**src/rtl/gpio_evt_pkg.sv**
```systemverilog
package gpio_evt_pkg;
  localparam int unsigned AW = 4;
  localparam logic [AW-1:0] A_DIR   = 4'd0;
  localparam logic [AW-1:0] A_OUT   = 4'd1;
  localparam logic [AW-1:0] A_IN    = 4'd2;
  localparam logic [AW-1:0] A_EN    = 4'd3;
  localparam logic [AW-1:0] A_TRIG  = 4'd4;
  localparam logic [AW-1:0] A_POL   = 4'd5;
  localparam logic [AW-1:0] A_ROUTE = 4'd6;
  localparam logic [AW-1:0] A_STAT  = 4'd7;
  localparam logic [AW-1:0] A_OWN   = 4'd8;
endpackage

```
**src/rtl/gpio_sync2.sv**
```systemverilog
module gpio_sync2 #(
  parameter int unsigned W = 8
) (
  input  logic         clk,
  input  logic         rst_n,
  input  logic [W-1:0] d_i,
  output logic [W-1:0] q_o
);
  logic [W-1:0] s1_q, s2_q;

  always_ff @(posedge clk or negedge rst_n) begin
    if (!rst_n) begin
      s1_q <= '0;
      s2_q <= '0;
    end else begin
      s1_q <= d_i;
      s2_q <= s1_q;
    end
  end

  assign q_o = s2_q;
endmodule

```
**src/rtl/gpio_regfile.sv**
```systemverilog
module gpio_regfile
  import gpio_evt_pkg::*;
#(
  parameter int unsigned NPINS   = 41,
  parameter int unsigned NSHARED = 9
) (
  input  logic             clk,
  input  logic             rst_n,
  input  logic             wr_en_i,
  input  logic [AW-1:0]    addr_i,
  input  logic [NPINS-1:0] wdata_i,
  input  logic [NPINS-1:0] in_sync_i,
  input  logic [NPINS-1:0] stat_i,
  output logic [NPINS-1:0] rdata_o,
  output logic [NPINS-1:0] dir_o,
  output logic [NPINS-1:0] out_o,
  output logic [NPINS-1:0] en_o,
  output logic [NPINS-1:0] trig_o,
  output logic [NPINS-1:0] pol_o,
  output logic [NPINS-1:0] route_o,
  output logic [NPINS-1:0] own_o,
  output logic [NPINS-1:0] clr_o
);
  localparam int unsigned NFIXED = NPINS - NSHARED;
  localparam logic [NPINS-1:0] FIXED_MASK = {NPINS{1'b1}} >> NSHARED;

  logic [NPINS-1:0] dir_q, out_q, en_q, trig_q, pol_q, route_q, own_q;
  logic [NPINS-1:0] dir_d, out_d, en_d, trig_d, pol_d, route_d, own_d;

  always_comb begin
    dir_d   = dir_q;
    out_d   = out_q;
    en_d    = en_q;
    trig_d  = trig_q;
    pol_d   = pol_q;
    route_d = route_q;
    own_d   = own_q;
    if (wr_en_i) begin
      unique case (addr_i)
        A_DIR:   dir_d   = wdata_i;
        A_OUT:   out_d   = wdata_i;
        A_EN:    en_d    = wdata_i;
        A_TRIG:  trig_d  = wdata_i;
        A_POL:   pol_d   = wdata_i;
        A_ROUTE: route_d = wdata_i;
        A_OWN:   own_d   = wdata_i & ~FIXED_MASK;
        default: ;
      endcase
    end
  end

  always_ff @(posedge clk or negedge rst_n) begin
    if (!rst_n) begin
      dir_q   <= '0;
      out_q   <= '0;
      en_q    <= '0;
      trig_q  <= '0;
      pol_q   <= '0;
      route_q <= '0;
      own_q   <= '0;
    end else begin
      dir_q   <= dir_d;
      out_q   <= out_d;
      en_q    <= en_d;
      trig_q  <= trig_d;
      pol_q   <= pol_d;
      route_q <= route_d;
      own_q   <= own_d;
    end
  end

  assign clr_o = (wr_en_i && addr_i == A_STAT) ? wdata_i : '0;

  always_comb begin
    unique case (addr_i)
      A_DIR:   rdata_o = dir_q;
      A_OUT:   rdata_o = out_q;
      A_IN:    rdata_o = in_sync_i;
      A_EN:    rdata_o = en_q;
      A_TRIG:  rdata_o = trig_q;
      A_POL:   rdata_o = pol_q;
      A_ROUTE: rdata_o = route_q;
      A_STAT:  rdata_o = stat_i;
      A_OWN:   rdata_o = own_o;
      default: rdata_o = '0;
    endcase
  end

  assign dir_o   = dir_q;
  assign out_o   = out_q;
  assign en_o    = en_q;
  assign trig_o  = trig_q;
  assign pol_o   = pol_q;
  assign route_o = route_q;
  assign own_o   = own_q | FIXED_MASK;

  // fixed pins are always owned, whatever was written
  a_r11_fixed_owned: assert property (@(posedge clk) disable iff (!rst_n)
    (own_o[NFIXED-1:0] == {NFIXED{1'b1}}));
endmodule

```
**src/rtl/gpio_evt_detect.sv**
```systemverilog
module gpio_evt_detect (
  input  logic clk,
  input  logic rst_n,
  input  logic sync_i,
  input  logic elig_i,
  input  logic level_i,
  input  logic pol_i,
  input  logic clr_i,
  output logic stat_o
);
  logic prev_q, stat_q, stat_d;
  logic active, active_prev, edge_hit;

  assign active      = sync_i ^ pol_i;
  assign active_prev = prev_q ^ pol_i;
  assign edge_hit    = active & ~active_prev;

  always_comb begin
    if (level_i) stat_d = elig_i & active;
    else         stat_d = (elig_i & edge_hit) | (stat_q & ~clr_i);
  end

  always_ff @(posedge clk or negedge rst_n) begin
    if (!rst_n) begin
      prev_q <= 1'b0;
      stat_q <= 1'b0;
    end else begin
      prev_q <= sync_i;
      stat_q <= stat_d;
    end
  end

  assign stat_o = stat_q;

  // an edge-mode status bit holds unless cleared
  a_r4_edge_sticky: assert property (@(posedge clk) disable iff (!rst_n)
    (stat_q && !level_i && !clr_i) |=> stat_q);
  // an ineligible pin never sets a clear status bit
  a_r9_no_set_when_ineligible: assert property (@(posedge clk) disable iff (!rst_n)
    (!stat_q && !elig_i) |=> !stat_q);
  // level-mode status tracks the active level one edge later
  a_r7_level_follows: assert property (@(posedge clk) disable iff (!rst_n)
    (level_i && elig_i) |=> (stat_q == $past(sync_i ^ pol_i)));
  // a clear with no edge present empties the bit
  a_r6_clear_wins_without_edge: assert property (@(posedge clk) disable iff (!rst_n)
    (!level_i && clr_i && !(elig_i && edge_hit)) |=> !stat_q);
endmodule

```
**src/rtl/gpio_evt_bank.sv**
```systemverilog
module gpio_evt_bank
  import gpio_evt_pkg::*;
#(
  parameter int unsigned NPINS   = 41,
  parameter int unsigned NSHARED = 9
) (
  input  logic             clk,
  input  logic             rst_n,
  input  logic             wr_en_i,
  input  logic [3:0]       addr_i,
  input  logic [NPINS-1:0] wdata_i,
  output logic [NPINS-1:0] rdata_o,
  input  logic [NPINS-1:0] pin_i,
  output logic [NPINS-1:0] gpio_out_o,
  output logic [NPINS-1:0] gpio_oe_o,
  output logic             smi_o,
  output logic             sci_o
);
  logic [NPINS-1:0] in_sync, stat, clr;
  logic [NPINS-1:0] dir, outv, en, trig, pol, route, own;
  logic [NPINS-1:0] elig;
  logic smi_q, sci_q, smi_d, sci_d;

  gpio_sync2 #(.W(NPINS)) u_sync (
    .clk   (clk),
    .rst_n (rst_n),
    .d_i   (pin_i),
    .q_o   (in_sync)
  );

  gpio_regfile #(.NPINS(NPINS), .NSHARED(NSHARED)) u_regs (
    .clk       (clk),
    .rst_n     (rst_n),
    .wr_en_i   (wr_en_i),
    .addr_i    (addr_i),
    .wdata_i   (wdata_i),
    .in_sync_i (in_sync),
    .stat_i    (stat),
    .rdata_o   (rdata_o),
    .dir_o     (dir),
    .out_o     (outv),
    .en_o      (en),
    .trig_o    (trig),
    .pol_o     (pol),
    .route_o   (route),
    .own_o     (own),
    .clr_o     (clr)
  );

  assign elig = en & ~dir & own;

  for (genvar p = 0; p < NPINS; p++) begin : g_pin
    gpio_evt_detect u_det (
      .clk     (clk),
      .rst_n   (rst_n),
      .sync_i  (in_sync[p]),
      .elig_i  (elig[p]),
      .level_i (trig[p]),
      .pol_i   (pol[p]),
      .clr_i   (clr[p]),
      .stat_o  (stat[p])
    );
  end

  always_comb begin
    smi_d = |(stat & elig & ~route);
    sci_d = |(stat & elig & route);
  end

  always_ff @(posedge clk or negedge rst_n) begin
    if (!rst_n) begin
      smi_q <= 1'b0;
      sci_q <= 1'b0;
    end else begin
      smi_q <= smi_d;
      sci_q <= sci_d;
    end
  end

  assign smi_o      = smi_q;
  assign sci_o      = sci_q;
  assign gpio_oe_o  = dir & own;
  assign gpio_out_o = outv;

  // an event output needs a set status bit one edge earlier
  a_r8_smi_has_source: assert property (@(posedge clk) disable iff (!rst_n)
    smi_o |-> $past(|stat));
  a_r8_sci_has_source: assert property (@(posedge clk) disable iff (!rst_n)
    sci_o |-> $past(|stat));
  // an unowned pin is never driven
  a_r11_unowned_not_driven: assert property (@(posedge clk) disable iff (!rst_n)
    (gpio_oe_o & ~own) == '0);
endmodule

```
**config.mk**
```make
export PLATFORM = sky130hd
export DESIGN_NAME = gpio_evt_bank
export DESIGN_NICKNAME = d
export VERILOG_FILES = /design/src/rtl/gpio_evt_pkg.sv /design/src/rtl/gpio_sync2.sv /design/src/rtl/gpio_regfile.sv /design/src/rtl/gpio_evt_detect.sv /design/src/rtl/gpio_evt_bank.sv
export SDC_FILE = /design/constraint.sdc
export NUM_CORES = 1
export LEC_CHECK = 0
export BUFFER_PORTS_ARGS = -buffer_cell sky130_fd_sc_hd__buf_4
export CELL_PAD_IN_SITES_DETAIL_PLACEMENT = 1
export CELL_PAD_IN_SITES_GLOBAL_PLACEMENT = 1
export CORE_UTILIZATION = 40
export DETAILED_ROUTE_END_ITERATION = 8
export GPL_ROUTABILITY_DRIVEN = 0
export PLACE_DENSITY = 0.83
export SETUP_SLACK_MARGIN = 0.4
export SLEW_MARGIN = 15
export SYNTH_ARGS = -nofsm -noshare
export SYNTH_HDL_FRONTEND = slang
export SYNTH_SLANG_ARGS = --single-unit
```
**constraint.sdc**
```tcl
create_clock -name clk -period 1.8 [get_ports clk]
set_input_delay 0.27 -clock clk [delete_from_list [all_inputs] [get_ports clk]]
set_output_delay 0.27 -clock clk [all_outputs]
set_load 0.005 [all_outputs]
```
# Word-level counts from Yosys, hierarchy flattened

Index checks and enable logic that the tools add are counted.

Memories kept: 0
RAM bits: 0
Latch bits: 0
Bits in read-only memories: 0
Logic and storage cells: 532
Register bits after elaboration: 421
Output and inout bits: 125
Input port bits: 89

Multiplexer cells: 43
$mul: 0
Reductions and logical operators: 11
Bitwise gates (word level): 377
Equal/unequal tests: 8
Add/sub/neg operators: 0
$lt $le $gt $ge: 0
Divide/modulo/power cells: 0
Shifts and indexed selects: 0

Operators with widths:

| operator           | count |
|---|---|
| $pmux 41 s9        | 1 |
| $and 41x41->41     | 6 |
| $and 1x1->1        | 164 |
| $not 1->1          | 82 |
| $not 41->41        | 2 |
| $reduce_or 41->1   | 2 |
| $xor 1x1->1        | 82 |
| $mux 1             | 41 |
| $mux 41            | 1 |
| $or 1x1->1         | 41 |
| $eq 4x3->1 const B | 4 |
| $reduce_and 2->1   | 7 |
| $eq 4x2->1 const B | 2 |
| $eq 4x1->1 const B | 1 |
| $eq 4x4->1 const B | 1 |
| $logic_not 4->1    | 1 |
| $logic_and 1x1->1  | 1 |

# Logic depth before layout (Yosys ltp)

Word-level depth: 7
Gate-level depth with buffers: 8

# Hierarchy

From an unflattened synthesis, not the netlist that was laid out.

Cell total of the unflattened synthesis: 1606
Area, all modules: 19970.4 µm²

By module, submodules not included:

| module          | instances | seq. area each (µm²) | area an instance (µm²) | cells an instance |
|---|---|---|---|---|
| gpio_regfile    | 1         | 6381.1               | 12862.3                | 981 |
| gpio_evt_detect | 41        | 50.0                 | 86.3                   | 8 |
| gpio_sync2      | 1         | 2052.0               | 2052.0                 | 82 |
| gpio_evt_bank   | 1         | 50.0                 | 1516.5                 | 215 |

# Worst setup path before layout

No wires, ideal clock.

Path kind: input port to output port
Start point: in addr_i[1]
End point: out rdata_o[35]
Data arrival time: 1.569 ns
Required time: 1.530 ns
Path slack: -0.039 ns
Stages: 7
Cells stage by stage: buf_4 > buf_2 > or3b_2 > o21ai_0 > a221oi_1 > o21a_1 > o2bb2ai_1

Word-level cells in the longest chain between the ends: 2

Ends and longest elaborated chain:

| element                                  | RTL line            | RTL |
|---|---|---|
| start: declaration                       | gpio_evt_bank.sv:10 | `input logic [3:0] addr_i,` |
| $eq 4x4->1, or another cell as far along | gpio_regfile.sv:75  | `unique case (addr_i)` |
| $pmux 41 s9 (*)                          | gpio_regfile.sv:75  |  |
| end: declaration                         | gpio_evt_bank.sv:12 | `output logic [NPINS-1:0] rdata_o,` |

Every way passes the cells marked *; elsewhere a longest branch is shown, timed or not.

# Final worst setup path

Start point: reg u_sync.s2_q[21], in the netlist u_sync.q_o[21]
End point: out rdata_o[21]

Word-level cells in the longest chain between the ends: 1

Ends and longest elaborated chain:

| element                  | RTL line           | RTL |
|---|---|---|
| start: declaration       | gpio_sync2.sv:9    | `logic [W-1:0] s1_q, s2_q;` |
| start signal: assignment | gpio_sync2.sv:17   | `s2_q <= s1_q;` |
| $pmux 41 s9              | gpio_regfile.sv:75 |  |

No other way between the ends.

==> parameters.txt <==
Parameter                              Value

Status
  Status    finished with violations
  Violations in the final reports    negative setup slack

Pwr
  Switching fraction of total power    0.341
  Total design power    ~0.033 W
  Power Dens Cells    approximately 1200 nW/µm²
  Static Leak    ~13 nW
  Relative contribution of sequential cells to total power    0.409
  Worst supply voltage drop on vdd    0.707 mV
  Cell-internal power    0.0220 W
  Combinational share of power    0.278
  Switching power of the nets    around 0.011 W
  Clock network fraction of design power    0.313

CTS
  Worst-skew pair later-pin latency    approximately 0.64 ns
  Number of buffers inserted during clock tree synthesis    47
  Root buffer selected by CTS    sky130_fd_sc_hd__clkbuf_16
  Level count of the clock H-tree    2
  Worst-path clk slew    around 0.070 ns
  CTS tree    done
  Max clock buf depth    3
  CTS sink cnt    ~420

Routing
  Total number of vias    approximately 19000
  Wirelength, routed    between 100000 and 150000 µm
  DRC errors left    0
  Detail-routed via count per cell    about 6.8
  TritonRoute pass-1 iters    7
  Post-route ant nets    0
  Wire length per cell after detailed routing    about 37 µm
  DRT iter0 DRCs    about 2300

GRT
  Most congested layer reported by global routing    met2
  Total global routing overflow    0
  Global routing met1 resource utilization    0.394
  Met2 Use GR    0.550
  Met3 Track Usage GR    0.0794
  Tot GR Track Use    0.336
  Pin count of the biggest net entering global routing    80
  Global-route wire length before repair    between 100000 and 150000 µm
  Via count of the first global-routing pass    19138
  Initial antenna violation count    5

Timing
  Fmax    between 300 and 400 MHz
  Tightest slew margin relative to the limit    0.388
  Post-layout min period    between 2 and 3 ns
  Total Negative Setup Slacks    -19.44 ns
  Count of final setup violators    96
  Worst hold-check slack    0.147 ns
  Final cycle utilization of the critical path    1.46
  Clock Skews    between 0.02 and 0.03 ns
  Tightest Pin Transition    about 0.9 ns
  Max-slew violation count    0
  Hold Fails Final Rpt    0
  Worst setup slack after layout    -0.833 ns
  Unrepaired setup endpoints after global routing    yes

Critical path
  Crit start category    register
  CP arrival    roughly 2.4 ns
  Required time worst endpoint    roughly 1.5 ns
  CP Max Fanout    4
  CP Capture Type    output pin
  Worst setup path class    register to output pin

Floorplanning
  Floorplan die width    roughly 220 µm
  Number of placement rows    79
  Die ar.    48900 µm²
  I/O Pins    between 200 and 250
  Core Region    roughly 47000 µm²
  Initial cell density of the core    0.409
  Y dimension of the die    221 µm

Yosys
  Top_reg_cell synth    sky130_fd_sc_hd__dfrtp_1
  Sequential cell area fraction in the yosys report    0.549
  Async S/R FF share, synth    1.00
  Library cells used by synthesis    60
  Post-Synthesis Cell Area    just under 20000 µm²
  Number of synthesized flops with an enable pin    0
  Warnings from Yosys    0
  Post-Synthesis Mean Instance Area    around 12 µm²
  Cells after synthesis    1600
  Syn_nets    about 1700
  Number of register bits inferred by synthesis    approximately 420

Place
  Port-buffer cells    around 210
  Estimated wirelength of the detail-placed design    around 48000 µm
  Worst slack, placed    -0.349 ns

Job
  Reported max-cap violation count    0

Finish
  Share of the core filled with cells    0.601
  Net count of the finished layout    about 2200
  Area Growth Syn to Fin    46.9%
  Fraction of final layout cells with drive strength greater than 1    0.464

Hold path
  Worst min-delay path category    primary input to async pin
-- power groups by stage --
| stage | Combinational (W) | Clock, W | Sequential [W] |
|---|---|---|---|
| after CTS | 0.00756 | 0.0100 | 0.0131 |
| after floorplan | 0.00339 | 0 | 0.0126 |
| after detailed placement | 0.00596 | 0 | 0.0132 |
| after global placement | 0.00561 | 0 | 0.0130 |
| after global routing | 0.00953 | 0.0107 | 0.0137 |
| final | 0.00928 | 0.0105 | 0.0137 |
-- layout by cell type (no fill, tap or decap), types with 24 or more instances in the layout --
cell type / count
sky130_fd_sc_hd__a21oi_1: 45
sky130_fd_sc_hd__a221oi_2: 24
sky130_fd_sc_hd__a222oi_1: 33
sky130_fd_sc_hd__a32o_1: 39
sky130_fd_sc_hd__buf_12: 54
sky130_fd_sc_hd__buf_4: 286
sky130_fd_sc_hd__buf_6: 149
sky130_fd_sc_hd__clkbuf_16: 60
sky130_fd_sc_hd__dfrtp_1: 396
sky130_fd_sc_hd__dfrtp_2: 25
sky130_fd_sc_hd__dlygate4sd3_1: 83
sky130_fd_sc_hd__inv_1: 85
sky130_fd_sc_hd__mux2_2: 131
sky130_fd_sc_hd__mux2_4: 127
sky130_fd_sc_hd__nand2_1: 120
sky130_fd_sc_hd__nand3_1: 44
sky130_fd_sc_hd__nor2_1: 61
sky130_fd_sc_hd__nor2b_1: 40
sky130_fd_sc_hd__o21ai_0: 97
-- layout make-up --
| type | count | area (µm²) |
|---|---|---|
| flip-flops and latches | 421 | 10600 |
| clock inverters | 12 | 181 |
| well taps | 607 | 759 |
| multi-input cells | 990 | 8690 |
| clock buffers | 73 | 1390 |
| diodes | 1 | 2.50 |
| repair buffers | 599 | 6300 |
| inverters | 86 | 323 |
| fillers | 4572 | 18700 |
-- Yosys cell counts, types with 2 or more instances --
master,instances,share of area
sky130_fd_sc_hd__nor4bb_1,9,0.0047
sky130_fd_sc_hd__and3b_1,3,0.0014
sky130_fd_sc_hd__a21oi_1,49,0.013
sky130_fd_sc_hd__nor4_1,3,0.00098
sky130_fd_sc_hd__a211oi_1,5,0.0020
sky130_fd_sc_hd__nor2_8,2,0.0021
sky130_fd_sc_hd__and4b_1,5,0.0026
sky130_fd_sc_hd__nor2b_1,41,0.013
sky130_fd_sc_hd__o2bb2ai_1,3,0.0014
sky130_fd_sc_hd__a222oi_1,33,0.017
sky130_fd_sc_hd__dfrtp_1,421,0.55
sky130_fd_sc_hd__o211ai_1,3,0.0012
sky130_fd_sc_hd__or3b_1,2,0.00091
sky130_fd_sc_hd__a32o_1,39,0.020
sky130_fd_sc_hd__a32oi_1,2,0.00091
sky130_fd_sc_hd__clkbuf_1,20,0.0039
sky130_fd_sc_hd__mux2i_1,25,0.013
sky130_fd_sc_hd__nand4b_1,3,0.0014
sky130_fd_sc_hd__o21a_1,3,0.0012
sky130_fd_sc_hd__nand2_1,126,0.025
sky130_fd_sc_hd__nand3b_1,14,0.0055
sky130_fd_sc_hd__nand3_1,55,0.014
sky130_fd_sc_hd__nand4_1,19,0.0062
sky130_fd_sc_hd__o2111ai_1,5,0.0023
sky130_fd_sc_hd__and2_1,9,0.0029
sky130_fd_sc_hd__o21ai_0,103,0.027
sky130_fd_sc_hd__nor3_1,5,0.0013
sky130_fd_sc_hd__buf_4,35,0.014
sky130_fd_sc_hd__nor3b_1,2,0.00078
sky130_fd_sc_hd__o22ai_1,11,0.0036
sky130_fd_sc_hd__a221oi_1,28,0.013
sky130_fd_sc_hd__mux2_2,178,0.10
sky130_fd_sc_hd__buf_6,13,0.0076
sky130_fd_sc_hd__mux2_4,80,0.063
sky130_fd_sc_hd__a31oi_1,2,0.00065
sky130_fd_sc_hd__a22oi_1,25,0.0098
sky130_fd_sc_hd__buf_1,4,0.00078
sky130_fd_sc_hd__inv_1,85,0.017
sky130_fd_sc_hd__buf_2,31,0.0081
sky130_fd_sc_hd__nor2_1,79,0.015
-- critical path, cell delays in order, from the launching register on --
cell	delay, ns
sky130_fd_sc_hd__dfrtp_1	0.44
sky130_fd_sc_hd__a222oi_1	0.84
sky130_fd_sc_hd__nand4_1	0.24
sky130_fd_sc_hd__buf_4	0.20
-- stage by stage --
| stage | std cells | cell area (µm²) |
|---|---|---|
| global placement | 2463 | 22700 |
| detailed placement | 2463 | 22700 |
| floorplan | 1600 | 19500 |
| global route | 2788 | 28200 |
| finish | 2789 | 28200 |
| CTS | 2718 | 26700 |
-- logic make-up after synthesis --
group / after synthesis / share of synthesized area
AO/OA/AOI/OAI: 315 / 0.115
flip-flops: 421 / 0.549
XOR/XNOR: 1 / 0.000456
buffers and inverters: 189 / 0.0509
multiplexers: 283 / 0.180
AND/OR/NAND/NOR: 391 / 0.106
-- per-layer routing --
| layer | up-vias | part of all wire |
|---|---|---|
| met4 | 8 | 0.096 |
| li1 | 6890 | - |
| met3 | 710 | 0.12 |
| met1 | 9511 | 0.35 |
| met2 | 1753 | 0.44 |
| met5 | - | 0.00073 |
-- worst paths after layout --
kind                                      from               end  slack [ns]  depth (start not counted)
worst max register to register  u_regs.en_o[5]             smi_o       -0.34                          5
worst min-delay path                     rst_n  u_regs.own_q[38]        0.15                          2
worst min register to register  u_sync.s1_q[6]     u_sync.q_o[6]        0.34                          0
max in group asynchronous                rst_n  u_regs.out_o[20]        0.82                          3
worst max-delay path            u_sync.q_o[21]       rdata_o[21]       -0.83                          3
min in group clk                     pin_i[26]   u_sync.s1_q[26]        0.29                          2
-- what timing repair did --
item | CTS | global route
gates cloned | 2 | 14
resized for setup | 220 | 181
endpoints found under the setup margin | 199 | 267
hold buffers | 83 | 0
pin swaps | 78 | 55
hold endpoints to repair | 463 | 0
buffers inserted | 85 | 56
No activity file was read; power rests on OpenSTA's default activity.
